--- config.mk ---
export PLATFORM = sky130hd
export DESIGN_NAME = seg_xlate
export DESIGN_NICKNAME = d
export VERILOG_FILES = /design/src/rtl/seg_xlate_pkg.sv /design/src/rtl/seg_xlate_addr.sv /design/src/rtl/seg_xlate_pte.sv /design/src/rtl/seg_xlate.sv
export SDC_FILE = /design/constraint.sdc
export NUM_CORES = 1
export LEC_CHECK = 0
export ABC_AREA = 1
export BUFFER_PORTS_ARGS = -buffer_cell sky130_fd_sc_hd__buf_2
export CAP_MARGIN = 20
export CORE_MARGIN = 2
export CORE_UTILIZATION = 45
export CTS_BUF_LIST = sky130_fd_sc_hd__clkbuf_2 sky130_fd_sc_hd__clkbuf_4 sky130_fd_sc_hd__clkbuf_8
export DETAILED_ROUTE_END_ITERATION = 10
export PLACE_DENSITY = 0.63
export SYNTH_ARGS = -nofsm -noshare
export SYNTH_HDL_FRONTEND = slang
export SYNTH_SLANG_ARGS = --single-unit
--- constraint.sdc ---
create_clock -name clk -period 10.5 [get_ports clk]
set_input_delay 0.525 -clock clk [delete_from_list [all_inputs] [get_ports clk]]
set_output_delay 0.525 -clock clk [all_outputs]
set_load 0.02 [all_outputs]
--- src/rtl/seg_xlate_pkg.sv ---
package seg_xlate_pkg;

  // Width of one page-table entry word
  localparam int PTE_W = 32;

  // Entry bit positions the block decodes
  localparam int PTE_VALID_BIT = 31;
  localparam int PTE_WR_BIT    = 30;

  // Region codes carried in the top two virtual address bits
  localparam logic [1:0] REG_P0  = 2'b00;
  localparam logic [1:0] REG_P1  = 2'b01;
  localparam logic [1:0] REG_SYS = 2'b10;
  localparam logic [1:0] REG_BAD = 2'b11;

  // Completion codes
  typedef enum logic [1:0] {
    ST_OK     = 2'd0,
    ST_SYS_PF = 2'd1,
    ST_USR_PF = 2'd2,
    ST_PROT   = 2'd3
  } xl_status_e;

endpackage

--- src/rtl/seg_xlate_addr.sv ---
// Address arithmetic: region decode, entry pointers for both stages.
module seg_xlate_addr
  import seg_xlate_pkg::*;
#(
  parameter int VA_W  = 32,
  parameter int PA_W  = 30,
  parameter int OFF_W = 9
) (
  input  logic [VA_W-1:0]  vaddr,
  input  logic [PA_W-1:0]  sys_base,
  input  logic [VA_W-1:0]  p0_base,
  input  logic [VA_W-1:0]  p1_base,
  output logic [1:0]       region,
  output logic             ent_bad,
  output logic [OFF_W-1:0] ent_off,
  output logic [PA_W-1:0]  sys_pa_direct,
  output logic [PA_W-1:0]  sys_pa_nested
);
  localparam int VPN_W = VA_W - 2 - OFF_W;

  logic [VPN_W-1:0] vpn;
  logic [VPN_W-1:0] ent_vpn;
  logic [VA_W-1:0]  user_base;
  logic [VA_W-1:0]  ent_va;

  assign region  = vaddr[VA_W-1 -: 2];
  assign vpn     = vaddr[VA_W-3:OFF_W];

  // Stack region has bit 30 set
  assign user_base = region[0] ? p1_base : p0_base;

  // Entry address of a process page, in system virtual space
  assign ent_va  = user_base + VA_W'({vpn, 2'b00});
  assign ent_vpn = ent_va[VA_W-3:OFF_W];
  assign ent_off = ent_va[OFF_W-1:0];
  assign ent_bad = (ent_va[VA_W-1 -: 2] != REG_SYS);

  // System-table entry addresses for the direct and nested cases
  assign sys_pa_direct = sys_base + PA_W'({vpn, 2'b00});
  assign sys_pa_nested = sys_base + PA_W'({ent_vpn, 2'b00});

endmodule

--- src/rtl/seg_xlate_pte.sv ---
// Entry decode: presence, write permission, frame/offset merge.
module seg_xlate_pte
  import seg_xlate_pkg::*;
#(
  parameter int PA_W  = 30,
  parameter int OFF_W = 9
) (
  input  logic [PTE_W-1:0] pte,
  input  logic             is_write,
  input  logic [OFF_W-1:0] offset,
  output logic             present,
  output logic             perm_fault,
  output logic [PA_W-1:0]  phys
);
  localparam int PFN_W = PA_W - OFF_W;

  assign present    = pte[PTE_VALID_BIT];
  assign perm_fault = is_write & ~pte[PTE_WR_BIT];
  assign phys       = {pte[PFN_W-1:0], offset};

  // Remaining protection, modified and spare bits do not affect the result
  logic unused_pte_bits;
  assign unused_pte_bits = ^pte[PTE_WR_BIT-1:PFN_W];

endmodule

--- src/rtl/seg_xlate.sv ---
module seg_xlate
  import seg_xlate_pkg::*;
#(
  parameter int VA_W  = 32,
  parameter int PA_W  = 30,
  parameter int OFF_W = 9
) (
  input  logic             clk,
  input  logic             rst_n,
  input  logic             req_valid,
  output logic             req_ready,
  input  logic [VA_W-1:0]  req_vaddr,
  input  logic             req_write,
  input  logic [PA_W-1:0]  sys_base,
  input  logic [VA_W-1:0]  proc0_base,
  input  logic [VA_W-1:0]  proc1_base,
  output logic             rd_req_valid,
  input  logic             rd_req_ready,
  output logic [PA_W-1:0]  rd_addr,
  input  logic             rd_rsp_valid,
  input  logic [PTE_W-1:0] rd_rsp_data,
  output logic             resp_valid,
  input  logic             resp_ready,
  output logic [PA_W-1:0]  resp_paddr,
  output logic [1:0]       resp_status
);

  typedef enum logic [2:0] {
    S_IDLE, S_CLASS, S_SYS_REQ, S_SYS_WAIT, S_USR_REQ, S_USR_WAIT, S_DONE
  } state_e;

  state_e           state;
  logic [VA_W-1:0]  vaddr_q;
  logic             wr_q;
  logic [PA_W-1:0]  sbr_q;
  logic [VA_W-1:0]  p0_q;
  logic [VA_W-1:0]  p1_q;
  logic [PA_W-1:0]  rd_addr_q;
  logic [PA_W-1:0]  paddr_q;
  logic [1:0]       status_q;

  logic [1:0]       region;
  logic             ent_bad;
  logic [OFF_W-1:0] ent_off;
  logic [PA_W-1:0]  sys_pa_direct;
  logic [PA_W-1:0]  sys_pa_nested;

  logic             final_stage;
  logic [OFF_W-1:0] pte_off;
  logic             present;
  logic             perm_fault;
  logic [PA_W-1:0]  phys;

  seg_xlate_addr #(.VA_W(VA_W), .PA_W(PA_W), .OFF_W(OFF_W)) u_addr (
    .vaddr        (vaddr_q),
    .sys_base     (sbr_q),
    .p0_base      (p0_q),
    .p1_base      (p1_q),
    .region       (region),
    .ent_bad      (ent_bad),
    .ent_off      (ent_off),
    .sys_pa_direct(sys_pa_direct),
    .sys_pa_nested(sys_pa_nested)
  );

  // The entry that yields the data address is either the user entry or a
  // system entry of a system-region access; the other case points at a user entry.
  assign final_stage = (state == S_USR_WAIT) || (region == REG_SYS);
  assign pte_off     = final_stage ? vaddr_q[OFF_W-1:0] : ent_off;

  seg_xlate_pte #(.PA_W(PA_W), .OFF_W(OFF_W)) u_pte (
    .pte       (rd_rsp_data),
    .is_write  (wr_q & final_stage),
    .offset    (pte_off),
    .present   (present),
    .perm_fault(perm_fault),
    .phys      (phys)
  );

  always_ff @(posedge clk or negedge rst_n) begin
    if (!rst_n) begin
      state     <= S_IDLE;
      vaddr_q   <= '0;
      wr_q      <= 1'b0;
      sbr_q     <= '0;
      p0_q      <= '0;
      p1_q      <= '0;
      rd_addr_q <= '0;
      paddr_q   <= '0;
      status_q  <= ST_OK;
    end else begin
      case (state)
        S_IDLE: begin
          if (req_valid) begin
            vaddr_q <= req_vaddr;
            wr_q    <= req_write;
            sbr_q   <= sys_base;
            p0_q    <= proc0_base;
            p1_q    <= proc1_base;
            state   <= S_CLASS;
          end
        end
        S_CLASS: begin
          if (region == REG_BAD || (region != REG_SYS && ent_bad)) begin
            status_q <= ST_PROT;
            paddr_q  <= '0;
            state    <= S_DONE;
          end else begin
            rd_addr_q <= (region == REG_SYS) ? sys_pa_direct : sys_pa_nested;
            state     <= S_SYS_REQ;
          end
        end
        S_SYS_REQ: begin
          if (rd_req_ready) state <= S_SYS_WAIT;
        end
        S_SYS_WAIT: begin
          if (rd_rsp_valid) begin
            if (!present) begin
              status_q <= ST_SYS_PF;
              paddr_q  <= '0;
              state    <= S_DONE;
            end else if (region != REG_SYS) begin
              rd_addr_q <= phys;
              state     <= S_USR_REQ;
            end else if (perm_fault) begin
              status_q <= ST_PROT;
              paddr_q  <= '0;
              state    <= S_DONE;
            end else begin
              status_q <= ST_OK;
              paddr_q  <= phys;
              state    <= S_DONE;
            end
          end
        end
        S_USR_REQ: begin
          if (rd_req_ready) state <= S_USR_WAIT;
        end
        S_USR_WAIT: begin
          if (rd_rsp_valid) begin
            if (!present) begin
              status_q <= ST_USR_PF;
              paddr_q  <= '0;
            end else if (perm_fault) begin
              status_q <= ST_PROT;
              paddr_q  <= '0;
            end else begin
              status_q <= ST_OK;
              paddr_q  <= phys;
            end
            state <= S_DONE;
          end
        end
        S_DONE: begin
          if (resp_ready) state <= S_IDLE;
        end
        default: state <= S_IDLE;
      endcase
    end
  end

  assign req_ready    = (state == S_IDLE);
  assign rd_req_valid = (state == S_SYS_REQ) || (state == S_USR_REQ);
  assign rd_addr      = rd_addr_q;
  assign resp_valid   = (state == S_DONE);
  assign resp_paddr   = paddr_q;
  assign resp_status  = status_q;

endmodule

==> flow_metrics.env <==
export IMPL_finalCritPeriodShare_pct=53.21
export IMPL_grt_first_pass_wirelength_um=49110
export IMPL_drv_cap=0
export IMPL_wl_per_cell_um=15.51
export IMPL_crit_type="reg2reg"
export IMPL_grt_setup_unrepaired="no"
export IMPL_syn_area_sq_um=11510
export IMPL_cts_resized=0
export IMPL_max_stage_delay_ns=0.50
export IMPL_hold_buffers=0
export IMPL_yosys_area_top_type="dfrtp_1"
export IMPL_drt_wl_total_um=30540
export IMPL_postSynthNetCount=1640
export IMPL_fmax_ghz=0.1790
export IMPL_reg2reg_slack_ns=4.91
export IMPL_dieWidth_um=163.9
export IMPL_fin_ws_ns=4.913
export IMPL_ant_nets=0
export IMPL_finClkSkew_ns=0.01969
export IMPL_via_count=10196
export IMPL_die_area_sq_um=26870
export IMPL_ys_dominant_reg_cell="dfrtp_1"
export IMPL_hold_viol_final=0
export IMPL_cts_tree="built"
export IMPL_grt_max_degree=121
export IMPL_coreArea_sq_um=25180
export IMPL_portBuffers=220
export IMPL_ys_seq_elements=192
export IMPL_hold_path_class="in2async"
export IMPL_antenna_found_initial=2
export IMPL_pin_count=230
export IMPL_cts_root_buf="clkbuf_8"
export IMPL_crit_required_ns=10.88
export IMPL_clk_pin_slew_worst_paths_ns=0.12
export IMPL_drc=0
export IMPL_status="finished clean"
export IMPL_initialDrtViolationCount=720
export IMPL_place_hpwl_um=23090
export IMPL_crit_path_top_delay_cell="dfrtp_1"
export IMPL_synth_most_common_cell="nand2_1"
export IMPL_tightest_slew_ns=1.075
export IMPL_setup_viol=0
export IMPL_via_per_inst=5.178
export IMPL_yosys_top_cells_count="399 x nand2_1, 192 x dfrtp_1, 135 x nor2_1, 116 x mux2_2, 116 x nand3_1"
export IMPL_arrival_ns=5.96
export IMPL_layout_nets=1834
export IMPL_yosysSeqAreaShare_pct=41.74
export IMPL_grt_use_total_pct=22.99
export IMPL_path_max_fanout=34
export IMPL_avgSynthCellArea_sq_um=8.050
export IMPL_cts_sinks=192
export IMPL_crit_path_frequent_cell="nand2_1"
export IMPL_clock_latency_ns=0.49
export IMPL_ys_warn_count=0
export IMPL_pre_cts_slack_ns=5.027
export IMPL_period_minus_slack_ns=5.587
export IMPL_synth_cells=1430
export IMPL_yosysTopAreaCellShare_pct=41.74
export IMPL_drive_gt1_share_pct=24.43
export IMPL_cts_buffer_depth=2
export IMPL_gp_congestion=0.8914
export IMPL_synthTopCellsByArea="dfrtp_1 42%, nand2_1 13%, mux2_2 11%"
export IMPL_finalMaxSlewViolations=0
export IMPL_synth_edf_count=0
export IMPL_postSynth_asyncResetShare_pct=100.0
export IMPL_grt_pass1_vias=9828
export IMPL_num_rows=58
export IMPL_slew_headroom_pct=28.34
export IMPL_overflow=0
export IMPL_cts_made_buffers=17
export IMPL_post_cts_buffers=0
export IMPL_htree_num_levels=4
export IMPL_endpoint_kind="register"
export IMPL_fp_dieH_um=163.9
export IMPL_setup_tns_ns=0
export IMPL_synth_distinct_cells=39
export IMPL_start_kind="register"
export IMPL_start_util_pct=45.71
export IMPL_drt_pass1_iter_count=5
export IMPL_syn2layout_area_growth_pct=15.05
[cell usage in the layout, fill, tap and decap left out, types with 7 or more instances in the layout]
cell type / instances
a21oi_1: 86
xnor2_1: 11
xor2_1: 13
nand2_1: 398
buf_2: 219
or2_2: 10
dfrtp_1: 192
nand3_1: 116
clkbuf_8: 18
nand4_1: 11
nor2_1: 135
buf_4: 8
o21ai_0: 75
o21bai_1: 7
nor3_1: 15
inv_1: 106
ha_1: 43
mux2_2: 116
[worst max-delay path: cells and delay by family (launching register included)]
family,cells,cell delay (ns)
flip-flops,1,0.50
AND/OR/NAND/NOR,15,1.97
AO/OA/AOI/OAI,8,1.57
adder cells (fa/ha/maj),2,0.61
buffers and inverters,3,0.80
[final cells by class]
type / instances / area, sq um
diodes: 2 / 5.005
clock buffers: 17 / 234.0
clock inverters: 15 / 166.4
fillers: 2540 / 11940
inverters: 109 / 409.1
multi-input cells: 1076 / 6042
flip-flops and latches: 192 / 4805
well taps: 330 / 412.9
repair buffers: 228 / 1170
[cell families after synthesis]
group	count (synthesis)	share of synthesized area (%)
xor+xnor	24	1.826
fa+ha+maj	45	5.022
buf+inv	162	5.837
mux	118	11.52
flops	192	41.74
compound gates	188	8.826
simple gates	701	25.23
[metrics by stage]
step                      std cells  area (sq um)  hold WS (ns)  util (%)
after floorplan                1430         11510        0.2294         -
after global placement         1935         12840        0.4488     50.98
after detailed placement       1935         12840        0.4538     50.98
after CTS                      1967         13240        0.1992     52.57
after global routing           1969         13240        0.2276     52.59
final                          1969         13240        0.1820     52.59
[registers in the layout, summed over array words and instances, names as in the netlist]
name / count
resp_paddr: 30
sbr_q: 30
wr_q: 1
rd_addr: 30
vaddr_q: 32
state: 3
p0_q: 32
p1_q: 32
resp_status: 2
[per-layer routing]
| metal | global-route usage, % | vias up | wire, um |
|---|---|---|---|
| met3 | 4.722 | 41 | 1722 |
| met4 | 4.944 | 0 | 417 |
| li1 | - | 5093 | - |
| met1 | 31.76 | 4781 | 14310 |
| met5 | 0 | - | 0 |
| met2 | 37.41 | 281 | 14090 |
[final timing paths]
kind | startpoint | endpoint | cells after the start
min in group clk | proc1_base[22] | p1_q[22] | 2
worst max register to register | vaddr_q[30] | rd_addr[21] | 28
worst min-delay path | rst_n | resp_paddr[8] | 1
worst max-delay path | vaddr_q[30] | rd_addr[21] | 28
max in group asynchronous | rst_n | rd_addr[0] | 2
worst min register to register | resp_paddr[18] | resp_paddr[18] | 2
Power is left out: the tool's default activity adds up to more than one toggle a clock period on the data nets, which glitch-free logic cannot reach.
